`src/rtl/ser_tx_pkg.sv`:
```
package ser_tx_pkg;

  localparam int NUM_FLAGS = 3;
  localparam int FLAG_UNDER = 0;
  localparam int FLAG_OVER  = 1;
  localparam int FLAG_SYNC  = 2;

  // Strobes from control to datapath, one cycle each.
  typedef struct packed {
    logic writeBuf;  // capture hostData into the buffer
    logic loadBuf;   // move buffer word into the shifter
    logic loadRep;   // reload the last sent word into the shifter
    logic shiftBit;  // put out the next bit of the current word
    logic endWord;   // word complete, drive the idle level
  } txStrobes_t;

endpackage

```
`src/rtl/ser_tx_ctrl.sv`:
```
module ser_tx_ctrl
  import ser_tx_pkg::*;
#(
  parameter int WORD_W = 16
) (
  input  logic                 clk,
  input  logic                 rstN,
  input  logic                 bitTick,
  input  logic                 frameSync,
  input  logic                 hostWr,
  input  logic [NUM_FLAGS-1:0] flagClr,
  input  logic [NUM_FLAGS-1:0] irqMask,
  output txStrobes_t           strobes,
  output logic                 bufHasData,
  output logic                 txReq,
  output logic [NUM_FLAGS-1:0] errFlags,
  output logic                 irqN
);

  localparam int CNT_W = $clog2(WORD_W + 1);
  localparam logic [CNT_W-1:0] FULL_CNT = CNT_W'(WORD_W);

  logic             bufValid;
  logic             active;
  logic [CNT_W-1:0] bitCnt;
  logic [NUM_FLAGS-1:0] flagSet;

  logic busy;
  logic syncTick;
  logic startFrame;
  logic syncErr;
  logic overflow;

  // A word is in flight while fewer than WORD_W bits have been driven.
  assign busy       = active && (bitCnt < FULL_CNT);
  assign syncTick   = bitTick && frameSync;
  assign startFrame = syncTick && !busy;
  assign syncErr    = syncTick && busy;

  always_comb begin
    strobes          = '0;
    strobes.loadBuf  = startFrame && bufValid;
    strobes.loadRep  = startFrame && !bufValid;
    strobes.shiftBit = bitTick && busy;
    strobes.endWord  = bitTick && active && !busy && !startFrame;
    strobes.writeBuf = hostWr && (!bufValid || strobes.loadBuf);
  end

  assign overflow = hostWr && bufValid && !strobes.loadBuf;

  always_comb begin
    flagSet             = '0;
    flagSet[FLAG_UNDER] = strobes.loadRep;
    flagSet[FLAG_OVER]  = overflow;
    flagSet[FLAG_SYNC]  = syncErr;
  end

  // Buffer occupancy
  always_ff @(posedge clk) begin
    if (!rstN) begin
      bufValid <= 1'b0;
    end else if (strobes.writeBuf) begin
      bufValid <= 1'b1;
    end else if (strobes.loadBuf) begin
      bufValid <= 1'b0;
    end
  end

  // Bit sequencing
  always_ff @(posedge clk) begin
    if (!rstN) begin
      active <= 1'b0;
      bitCnt <= '0;
    end else if (strobes.loadBuf || strobes.loadRep) begin
      active <= 1'b1;
      bitCnt <= CNT_W'(1);
    end else if (strobes.shiftBit) begin
      bitCnt <= bitCnt + 1'b1;
    end else if (strobes.endWord) begin
      active <= 1'b0;
      bitCnt <= '0;
    end
  end

  // Sticky flags, set has priority over clear
  always_ff @(posedge clk) begin
    if (!rstN) begin
      errFlags <= '0;
    end else begin
      for (int i = 0; i < NUM_FLAGS; i++) begin
        if (flagSet[i]) begin
          errFlags[i] <= 1'b1;
        end else if (flagClr[i]) begin
          errFlags[i] <= 1'b0;
        end
      end
    end
  end

  always_ff @(posedge clk) begin
    if (!rstN) begin
      txReq <= 1'b0;
    end else begin
      txReq <= strobes.loadBuf;
    end
  end

  assign bufHasData = bufValid;
  assign irqN       = ~|(errFlags & irqMask);

  AST_OVERFLOW_KEEPS: assert property (@(posedge clk) disable iff (!rstN)
    overflow |=> (bufValid && errFlags[FLAG_OVER])) else $error("overflow handling");

  AST_UNDERFLOW_FLAG: assert property (@(posedge clk) disable iff (!rstN)
    strobes.loadRep |=> (errFlags[FLAG_UNDER] && active)) else $error("underflow flag");

  AST_SYNC_IGNORED: assert property (@(posedge clk) disable iff (!rstN)
    syncErr |=> (active && bitCnt == $past(bitCnt) + 1'b1 && errFlags[FLAG_SYNC])) else $error("sync not ignored");

  AST_ONE_ACTION: assert property (@(posedge clk) disable iff (!rstN)
    $onehot0({strobes.loadBuf, strobes.loadRep, strobes.shiftBit, strobes.endWord})) else $error("conflicting strobes");

  AST_IRQ_RAISE: assert property (@(posedge clk) disable iff (!rstN)
    ($rose(errFlags[FLAG_SYNC]) && irqMask[FLAG_SYNC]) |-> !irqN) else $error("irq not raised");

  AST_REQ_EMPTIES: assert property (@(posedge clk) disable iff (!rstN)
    (strobes.loadBuf && !hostWr) |=> (txReq && !bufValid)) else $error("request pulse");

endmodule

```
`src/rtl/ser_tx_datapath.sv`:
```
module ser_tx_datapath
  import ser_tx_pkg::*;
#(
  parameter int WORD_W = 16
) (
  input  logic              clk,
  input  logic              rstN,
  input  txStrobes_t        strobes,
  input  logic [WORD_W-1:0] hostData,
  output logic              serOut
);

  logic [WORD_W-1:0] bufData;
  logic [WORD_W-1:0] lastWord;
  logic [WORD_W-1:0] shiftReg;

  always_ff @(posedge clk) begin
    if (!rstN) begin
      bufData <= '0;
    end else if (strobes.writeBuf) begin
      bufData <= hostData;
    end
  end

  // Copy of the word most recently started, used for underflow repeats.
  always_ff @(posedge clk) begin
    if (!rstN) begin
      lastWord <= '0;
    end else if (strobes.loadBuf) begin
      lastWord <= bufData;
    end
  end

  always_ff @(posedge clk) begin
    if (!rstN) begin
      shiftReg <= '0;
      serOut   <= 1'b0;
    end else if (strobes.loadBuf) begin
      serOut   <= bufData[WORD_W-1];
      shiftReg <= {bufData[WORD_W-2:0], 1'b0};
    end else if (strobes.loadRep) begin
      serOut   <= lastWord[WORD_W-1];
      shiftReg <= {lastWord[WORD_W-2:0], 1'b0};
    end else if (strobes.shiftBit) begin
      serOut   <= shiftReg[WORD_W-1];
      shiftReg <= {shiftReg[WORD_W-2:0], 1'b0};
    end else if (strobes.endWord) begin
      serOut   <= 1'b0;
    end
  end

  AST_IDLE_LOW: assert property (@(posedge clk) disable iff (!rstN)
    strobes.endWord |=> !serOut) else $error("pin not idle");

  AST_PIN_HOLDS: assert property (@(posedge clk) disable iff (!rstN)
    !(strobes.loadBuf || strobes.loadRep || strobes.shiftBit || strobes.endWord) |=> $stable(serOut)) else $error("pin moved");

  AST_REPEAT_SOURCE: assert property (@(posedge clk) disable iff (!rstN)
    strobes.loadRep |=> (serOut == $past(lastWord[WORD_W-1]))) else $error("repeat word");

endmodule

```
`src/rtl/ser_tx_top.sv`:
```
module ser_tx_top
  import ser_tx_pkg::*;
#(
  parameter int WORD_W = 16
) (
  input  logic              clk,
  input  logic              rstN,
  input  logic              bitTick,
  input  logic              frameSync,
  input  logic              hostWr,
  input  logic [WORD_W-1:0] hostData,
  input  logic [2:0]        flagClr,
  input  logic [2:0]        irqMask,
  output logic              serOut,
  output logic              bufHasData,
  output logic              txReq,
  output logic [2:0]        errFlags,
  output logic              irqN
);

  txStrobes_t strobes;

  ser_tx_ctrl #(.WORD_W(WORD_W)) u_ctrl (
    .clk        (clk),
    .rstN       (rstN),
    .bitTick    (bitTick),
    .frameSync  (frameSync),
    .hostWr     (hostWr),
    .flagClr    (flagClr),
    .irqMask    (irqMask),
    .strobes    (strobes),
    .bufHasData (bufHasData),
    .txReq      (txReq),
    .errFlags   (errFlags),
    .irqN       (irqN)
  );

  ser_tx_datapath #(.WORD_W(WORD_W)) u_dp (
    .clk      (clk),
    .rstN     (rstN),
    .strobes  (strobes),
    .hostData (hostData),
    .serOut   (serOut)
  );

endmodule

```
`config.mk`:
```
export PLATFORM = sky130hd
export DESIGN_NAME = ser_tx_top
export DESIGN_NICKNAME = d
export VERILOG_FILES = /design/src/rtl/ser_tx_pkg.sv /design/src/rtl/ser_tx_ctrl.sv /design/src/rtl/ser_tx_datapath.sv /design/src/rtl/ser_tx_top.sv
export SDC_FILE = /design/constraint.sdc
export NUM_CORES = 1
export LEC_CHECK = 0
export ABC_AREA = 1
export BUFFER_PORTS_ARGS = -buffer_cell sky130_fd_sc_hd__buf_2
export CORE_MARGIN = 2
export CORE_UTILIZATION = 40
export CTS_BUF_LIST = sky130_fd_sc_hd__clkbuf_8
export DETAILED_ROUTE_END_ITERATION = 10
export GPL_ROUTABILITY_DRIVEN = 0
export PLACE_DENSITY = 0.67
export SETUP_SLACK_MARGIN = 0.2
export SYNTH_ARGS = -nofsm -noshare
export SYNTH_HDL_FRONTEND = slang
export SYNTH_HIERARCHICAL = 1
export SYNTH_SLANG_ARGS = --single-unit
```
`constraint.sdc`:
```
create_clock -name clk -period 2.47 [get_ports clk]
set_input_delay 0.247 -clock clk [delete_from_list [all_inputs] [get_ports clk]]
set_output_delay 0.247 -clock clk [all_outputs]
set_load 0.005 [all_outputs]
```
==> load_flow_metrics.sql, run 1 <==
INSERT INTO impl_metrics (metric_group, metric, value, unit) VALUES
('clock_network', 'tritoncts_clock_tree', 'built', ''),
('final_layout', 'syn_to_final_growth', '11.2', '%'),
('power', 'ir_worst_vdd', '0.000429', 'V'),
('critical_path', 'ff_to_ff_setup_slack', '0.64', 'ns'),
('floorplan', 'floorplan.rows', '29', ''),
('power', 'total_leakage_power', '1.42', 'nW'),
('final_layout', 'diodes', '0', ''),
('timing', 'fin_skew', '0.00623', 'ns'),
('synthesis', 'post_synth_inst_count', '369', ''),
('final_layout', 'multi_input_area', '1240', 'um^2'),
('critical_path', 'cp.required', '2.73', 'ns'),
('drt', 'post_drt_via_cell_ratio', '4.76', ''),
('synthesis', 'synth_top_area_share', '43.7', '%'),
('clock_network', 'ctsRootBufferMaster', 'clkbuf_8', ''),
('grt', 'overflow', '0', ''),
('critical_path', 'setup.worst_path.end_class', 'register', ''),
('synthesis', 'synthesis.yosys.warnings', '6', ''),
('critical_path', 'worst_path_most_repeated_cell', 'nand2_1', ''),
('synthesis', 'synth_cell_type_count', '29', ''),
('synthesis', 'yosys-top-cells-area', 'dfxtp_1, nand2_1, a21oi_1', ''),
('placed_design', 'placement.io_buffers', '33', ''),
('timing', 'post-route-min-period', '1.83', 'ns'),
('critical_path', 'worstReg2RegStart', 'u_ctrl/active$_SDFFE_PN0P_', ''),
('power', 'power_density', '674', 'nW/um^2'),
('grt', 'maximum_number_of_pins_on_one_net_before_global_route_repair', '36', ''),
('timing', 'timing.slew.headroom', '52.9', '%'),
('floorplan', 'core_area', '6460', 'um^2'),
('timing', 'timing.final.setup_violations', '0', ''),
('drt', 'drc_violation_count_after_routing', '0', ''),
('critical_path', 'cp_slowest_cell', 'nor2_4', ''),
('timing', 'worst_hold_slack', '0.138', 'ns'),
('grt', 'number_of_global_route_vias_before_repair', '2070', ''),
('drt', 'drt_first_iter_violations', '147', ''),
('grt', 'grt_antenna_before_repair', '0', ''),
('synthesis', 'synth_seq_area_share', '43.7', '%'),
('drt', 'drt.antenna.violating_nets', '0', ''),
('timing', 'grt_setup_unrepaired', 'false', ''),
('timing', 'finalHoldViolCount', '0', ''),
('clock_network', 'cts_sinks', '59', ''),
('synthesis', 'postSynthAreaPerCell', '7.33', 'um^2'),
('critical_path', 'timing.reg2reg.worst_path_depth', '8', ''),
('floorplan', 'dieArea', '7430', 'um^2'),
('floorplan', 'die_x', '86.2', 'um'),
('critical_path', 'crit_path_max_fanout', '31', ''),
('synthesis', 'netlist_area', '2700', 'um^2'),
('job', 'max_cap_violations', '0', ''),
('status', 'outcome', 'complete, no violations', ''),
('critical_path', 'path_class', 'register to register', ''),
('final_layout', 'layout.filler_cells', '663', ''),
('floorplan', 'floorplan.initialDensity', '41.9', '%'),
('drt', 'average_routed_wire_per_standard_cell', '11.4', 'um'),
('critical_path', 'critical_path.cell_chain', 'nand2_1 > nand2_2 > inv_2 > nand2_1 > inv_1 > nor2_4 > a21boi_0 > a21oi_1', ''),
('drt', 'detailroute.via_count', '2286', ''),
('grt', 'wire_length_of_the_first_global_routing_pass', '9430', 'um'),
('clock_network', 'number_of_buffers_inserted_by_hold_repair_at_cts', '0', ''),
('final_layout', 'seq_area', '1180', 'um^2'),
('timing', 'setup_total_negative_slack', '0', 'ns'),
('floorplan', 'floorplan.die.height', '86.2', 'um'),
('clock_network', 'clock_path_buffers', '2', ''),
('synthesis', 'yosysTopAreaCell', 'dfxtp_1', ''),
('timing', 'timing_max_transition_violations_final', '0', ''),
('clock_network', 'cts_clock_pin_slew_for_the_worst_setup_and_hold_paths', '0.06', 'ns'),
('hold_path', 'timing.hold.worst.start', 'hostData[8]', ''),
('clock_network', 'cts-buffers-inserted', '9', ''),
('timing', 'max_freq', '546', 'MHz'),
('clock_network', 'cts.htree.levels', '3', ''),
('drt', 'totalWireLength', '5490', 'um'),
('critical_path', 'cp-start-kind', 'register', ''),
('final_layout', 'nets_final', '427', ''),
('critical_path', 'worst-endpoint-arrival', '2.09', 'ns'),
('synthesis', 'synthesized_nets', '397', '');
-- cell usage in the layout, fill, tap and decap left out --
cell	instances
clkinv_8	1
nand3_1	19
nand2_4	1
clkinv_1	1
o21ai_0	16
buf_4	3
a21boi_0	1
or2_2	1
clkbuf_8	10
clkinv_2	3
nand2_2	4
a22o_1	1
inv_1	29
a21boi_1	12
inv_2	6
o211ai_1	1
nand4_1	1
nand3_2	1
a21oi_1	30
buf_2	33
ha_1	1
a21boi_2	1
nand2_1	111
nor2_1	40
nand3b_1	2
a21oi_2	14
dfxtp_1	59
nor2_4	1
-- stage by stage --
stage                     cells  area [um^2]  setup WS [ns]  utilization, %
after floorplan             369         2700           1.03               -
after global placement      465         2850          0.703            44.1
after detailed placement    465         2850          0.649            44.1
after CTS                   480         3010          0.644            46.6
after global routing        480         3010          0.398            46.6
final                       480         3010          0.639            46.6
-- how the worst max path moves through the flow --
stage,startpoint,slack [ns],end,cells after the start
6_report,u_ctrl/active$_SDFFE_PN0P_,0.64,u_dp/shiftReg[15]$_SDFFE_PN0P_,8
5_1_grt,u_ctrl/active$_SDFFE_PN0P_,0.40,u_dp/shiftReg[15]$_SDFFE_PN0P_,8
4_1_cts,u_ctrl/bitCnt[4]$_SDFFE_PP0P_,0.64,u_dp/shiftReg[12]$_SDFFE_PN0P_,12
3_5_place_dp,bitTick,0.65,u_dp/shiftReg[7]$_SDFFE_PN0P_,11
3_3_place_gp,bitTick,0.70,u_dp/shiftReg[4]$_SDFFE_PN0P_,11
2_1_floorplan,u_ctrl/bitCnt[4]$_SDFFE_PP0P_,1.03,u_dp/bufData[10]$_SDFFE_PN0P_,8
-- power by group --
| part | switching, mW | internal, mW | total, mW |
|---|---|---|---|
| combinational | 0.174 | 0.103 | 0.277 |
| sequential | 0.0244 | 1.01 | 1.03 |
| clock | 0.344 | 0.372 | 0.716 |
| total | 0.542 | 1.48 | 2.03 |
-- final cells by class --
type                       instances  area share [%]
timing repair buffer              36            6.24
multi-input combinational        258            41.2
tap                               77            3.20
clock buffer                      10            4.58
sequential                        59            39.3
clock inverter                     5           0.749
inverter                          35            4.79
-- synthesized netlist by cell type (all sizes together) --
master and instances:
nand2 116, dfxtp 59, a21oi 44, nor2 41, inv 33, nand3 20, o21ai 16, a21boi 14
buf 14, clkbuf 3, clkinv 2, nand3b 2, a22o 1, ha 1, nand4 1, o211ai 1
or2 1
-- critical path, delay by kind of cell, from the launching register on --
kind | cells | cell delay [ns]
compound gates | 2 | 0.34
buf+inv | 2 | 0.13
flops | 1 | 0.40
simple gates | 4 | 0.87
-- registers in the layout (all words and copies together) (netlist names) --
signal,flops
u_ctrl/active,1
u_ctrl/bitCnt,5
u_ctrl/bufHasData,1
u_ctrl/errFlags,3
u_ctrl/txReq,1
u_dp/bufData,16
u_dp/lastWord,16
u_dp/serOut,1
u_dp/shiftReg,15
-- cells by family (layout without fill, tap and decap cells) --
kind of cell	after synthesis	in the layout	share of synthesized area, %
AOI/OAI and AO/OA	76	76	17.7
DFF	59	59	43.7
adders and majority gates	1	1	0.463
and+or+nand+nor	181	181	27.6
buffers and inverters	52	86	10.6
-- layer usage --
metal  part of all wire [%]  global-route usage [%]  up-vias
met1                     52                    22.0     1022
met2                     44                    23.6       27
met3                    2.2                    2.57        6
met4                    1.5                    8.52        0
met5                      0                       0        -
li1                       -                       -     1231
Note: power is estimated with default switching activity, not from simulation.
==> run 2, diff against run 1 <==
Settings changed: ABC_AREA 1 to 0, PLACE_DENSITY 0.67 to 0.69.
Clock period 2.47 ns to 1.5 ns, I/O delays scaled along.
==> load_flow_metrics.sql, run 2 <==
INSERT INTO impl_metrics (metric_group, metric, value, unit) VALUES
('placed_design', 'place_area', '2930', 'um^2'),
('power', 'power_density', '953', 'nW/um^2'),
('timing', 'fin_skew', '0.00459', 'ns'),
('timing', 'timing.slew.headroom', '72.8', '%'),
('drt', 'average_routed_wire_per_standard_cell', '14.7', 'um'),
('final_layout', 'mostFrequentLayoutCells', 'dfxtp_1, buf_2, nor2b_1', ''),
('clock_network', 'cts_clock_pin_slew_for_the_worst_setup_and_hold_paths', '0.06', 'ns'),
('timing', 'grt_setup_unrepaired', 'true', ''),
('drt', 'detailroute.via_count', '2330', ''),
('synthesis', 'synthesis.yosys.warnings', '6', ''),
('synthesis', 'post_synth_inst_count', '284', ''),
('floorplan', 'floorplan.die.height', '83.8', 'um'),
('synthesis', 'synth_top_cells_by_count', 'dfxtp_1, nand2_1, nor2b_1', ''),
('critical_path', 'worst-endpoint-arrival', '1.90', 'ns'),
('placed_design', 'dp_hpwl', '3400', 'um'),
('synthesis', 'yosysTopAreaCell', 'dfxtp_1', ''),
('synthesis', 'synth_cell_type_count', '37', ''),
('drt', 'drt_pass1_iterations', '4', ''),
('power', 'total_leakage_power', '1.56', 'nW'),
('timing', 'setup_ws', '-0.183', 'ns'),
('drt', 'totalWireLength', '6510', 'um'),
('floorplan', 'io_pins', '34', ''),
('placed_design', 'dp_worst_setup_slack', '-0.177', 'ns'),
('drt', 'post_drt_via_cell_ratio', '5.27', ''),
('job', 'max_cap_violations', '0', ''),
('synthesis', 'number_of_enable_type_register_cells_in_the_synthesized_netlist', '0', ''),
('critical_path', 'cp-start-kind', 'register', ''),
('hold_path', 'hold_path_class', 'input pin to register', ''),
('placed_design', 'placement.io_buffers', '33', ''),
('floorplan', 'floorplan.initialDensity', '40.8', '%'),
('final_layout', 'instances_no_fill', '442', ''),
('grt', 'grt_usage', '17.2', '%'),
('power', 'total_power', '3.53', 'mW'),
('synthesis', 'synth_top_area_share', '46.4', '%'),
('final_layout', 'layout.cells.most_common', 'dfxtp_1', ''),
('synthesis', 'synthesized_nets', '312', ''),
('timing', 'post-route-min-period', '1.68', 'ns'),
('critical_path', 'cp.required', '1.72', 'ns'),
('floorplan', 'core_area', '6240', 'um^2'),
('status', 'outcome', 'finished, violations left', ''),
('synthesis', 'yosys-top-cells-area', 'dfxtp_1, mux2i_1, nor2b_1', ''),
('status', 'failing_checks', 'setup timing', ''),
('floorplan', 'floorplan.rows', '29', ''),
('final_layout', 'diodes', '0', ''),
('critical_path', 'setup.worst_path.end_class', 'register', ''),
('critical_path', 'path_class', 'register to register', ''),
('drt', 'drt_first_iter_violations', '168', ''),
('synthesis', 'synth_seq_area_share', '46.4', '%'),
('clock_network', 'number_of_buffers_inserted_by_hold_repair_at_cts', '0', ''),
('synthesis', 'postSynthAreaPerCell', '8.97', 'um^2'),
('critical_path', 'timing.reg2reg.worst_path_depth', '6', ''),
('timing', 'timing_max_transition_violations_final', '0', ''),
('clock_network', 'ctsRootBufferMaster', 'clkbuf_8', ''),
('final_layout', 'syn_to_final_growth', '45.6', '%'),
('grt', 'maximum_number_of_pins_on_one_net_before_global_route_repair', '54', ''),
('synthesis', 'netlist_area', '2550', 'um^2'),
('hold_path', 'hold_depth', '3', ''),
('timing', 'finalHoldViolCount', '0', ''),
('final_layout', 'reg_top3', 'u_dp/bufData (16), u_dp/lastWord (16), u_dp/shiftReg (15)', ''),
('critical_path', 'ff_to_ff_setup_slack', '-0.18', 'ns'),
('grt', 'number_of_global_route_vias_before_repair', '2126', ''),
('timing', 'timing.final.setup_violations', '30', ''),
('final_layout', 'final_standard_cell_area_without_fillers', '3710', 'um^2'),
('timing', 'worst_hold_slack', '0.0706', 'ns'),
('clock_network', 'cts-buffers-inserted', '9', ''),
('drt', 'drt.antenna.violating_nets', '0', ''),
('final_layout', 'post-route-util', '59.4', '%'),
('timing', 'max_freq', '594', 'MHz'),
('clock_network', 'cts_sinks', '59', ''),
('synthesis', 'share_of_synthesized_registers_carrying_an_async_set_or_reset', '0', '%'),
('drt', 'drc_violation_count_after_routing', '0', ''),
('clock_network', 'clock_latency', '0.33', 'ns'),
('timing', 'setup_total_negative_slack', '-1.98', 'ns'),
('synthesis', 'synth.most_common_cell', 'dfxtp_1', ''),
('clock_network', 'clock_path_buffers', '2', ''),
('synthesis', 'synth_seq_cells', '59', ''),
('clock_network', 'tritoncts_clock_tree', 'built', ''),
('final_layout', 'nets_final', '388', ''),
('grt', 'grt_antenna_before_repair', '0', ''),
('synthesis', 'ys.flop_type', 'dfxtp_1', ''),
('timing', 'fin_crit_sh', '112', '%'),
('final_layout', 'layout.filler_cells', '505', ''),
('critical_path', 'crit_path_max_fanout', '8', ''),
('grt', 'overflow', '0', ''),
('power', 'ir_worst_vdd', '0.000514', 'V'),
('placed_design', 'dpl.cell_count', '400', ''),
('floorplan', 'die_x', '83.8', 'um'),
('final_layout', 'drive_gt1_share', '43.3', '%'),
('timing', 'worst-slew-pin-transition', '0.406', 'ns'),
('floorplan', 'dieArea', '7020', 'um^2'),
('clock_network', 'cts.htree.levels', '3', ''),
('grt', 'wire_length_of_the_first_global_routing_pass', '9760', 'um');
## run 2: cell families (layout without fill, tap and decap cells)
| logic type | after synthesis | in the layout | synth area share, % |
|---|---|---|---|
| and+or+nand+nor | 90 | 91 | 18.1 |
| adders and majority gates | 1 | 1 | 0.491 |
| muxes | 18 | 18 | 7.07 |
| DFF | 59 | 59 | 46.4 |
| buffers and inverters | 38 | 118 | 6.92 |
| AOI/OAI and AO/OA | 78 | 78 | 21.1 |
## run 2: critical path, stage by stage (launching register included)
cell and delay, ns:
dfxtp_2 0.31, and2b_4 0.29, nor2_4 0.04, and2_4 0.17, or3_4 0.45, o21ai_0 0.25
a21oi_2 0.05
## run 2: repair_timing
item	CTS	global route
setup buffers	9	10
pin swaps	34	24
gates resized for setup	49	69
endpoints found under the setup margin	49	55
gates cloned	5	2
## run 2: cell type report
cell class	instances	area [um^2]	share of cell area [%]
clock buffer	11	151	4.08
clock inverter	5	21.3	0.574
inverter	19	78.8	2.13
multi-input combinational	188	1420	38.2
sequential	59	1180	31.9
tap	77	96.3	2.60
timing repair buffer	83	759	20.5
## run 2: report_power, final
part,switching (mW),internal [mW],leakage (nW)
logic,0.258,0.312,0.976
registers,0.0594,1.65,0.483
clock network,0.589,0.665,0.103
total,0.907,2.63,1.56
## run 2: final timing paths
path                                  from                            end
min                            hostData[9]   u_dp/bufData[9]$_SDFFE_PN0P_
min reg2reg  u_dp/lastWord[3]$_SDFFE_PN0P_  u_dp/lastWord[3]$_SDFFE_PN0P_
max          u_ctrl/bitCnt[4]$_SDFFE_PP0P_  u_dp/shiftReg[2]$_SDFFE_PN0P_
max reg2reg  u_ctrl/bitCnt[4]$_SDFFE_PP0P_  u_dp/shiftReg[2]$_SDFFE_PN0P_
## run 2: metal layers
metal  wire [um]  share of wire [%]  vias to the layer above  GRT usage, %
li1            -                  -                     1140             -
met1        2870                 44                     1124          22.0
met2        3260                 50                       52          27.1
met3         199                3.1                       14          3.26
met4         180                2.8                        0          9.97
met5           0                  0                        -             0
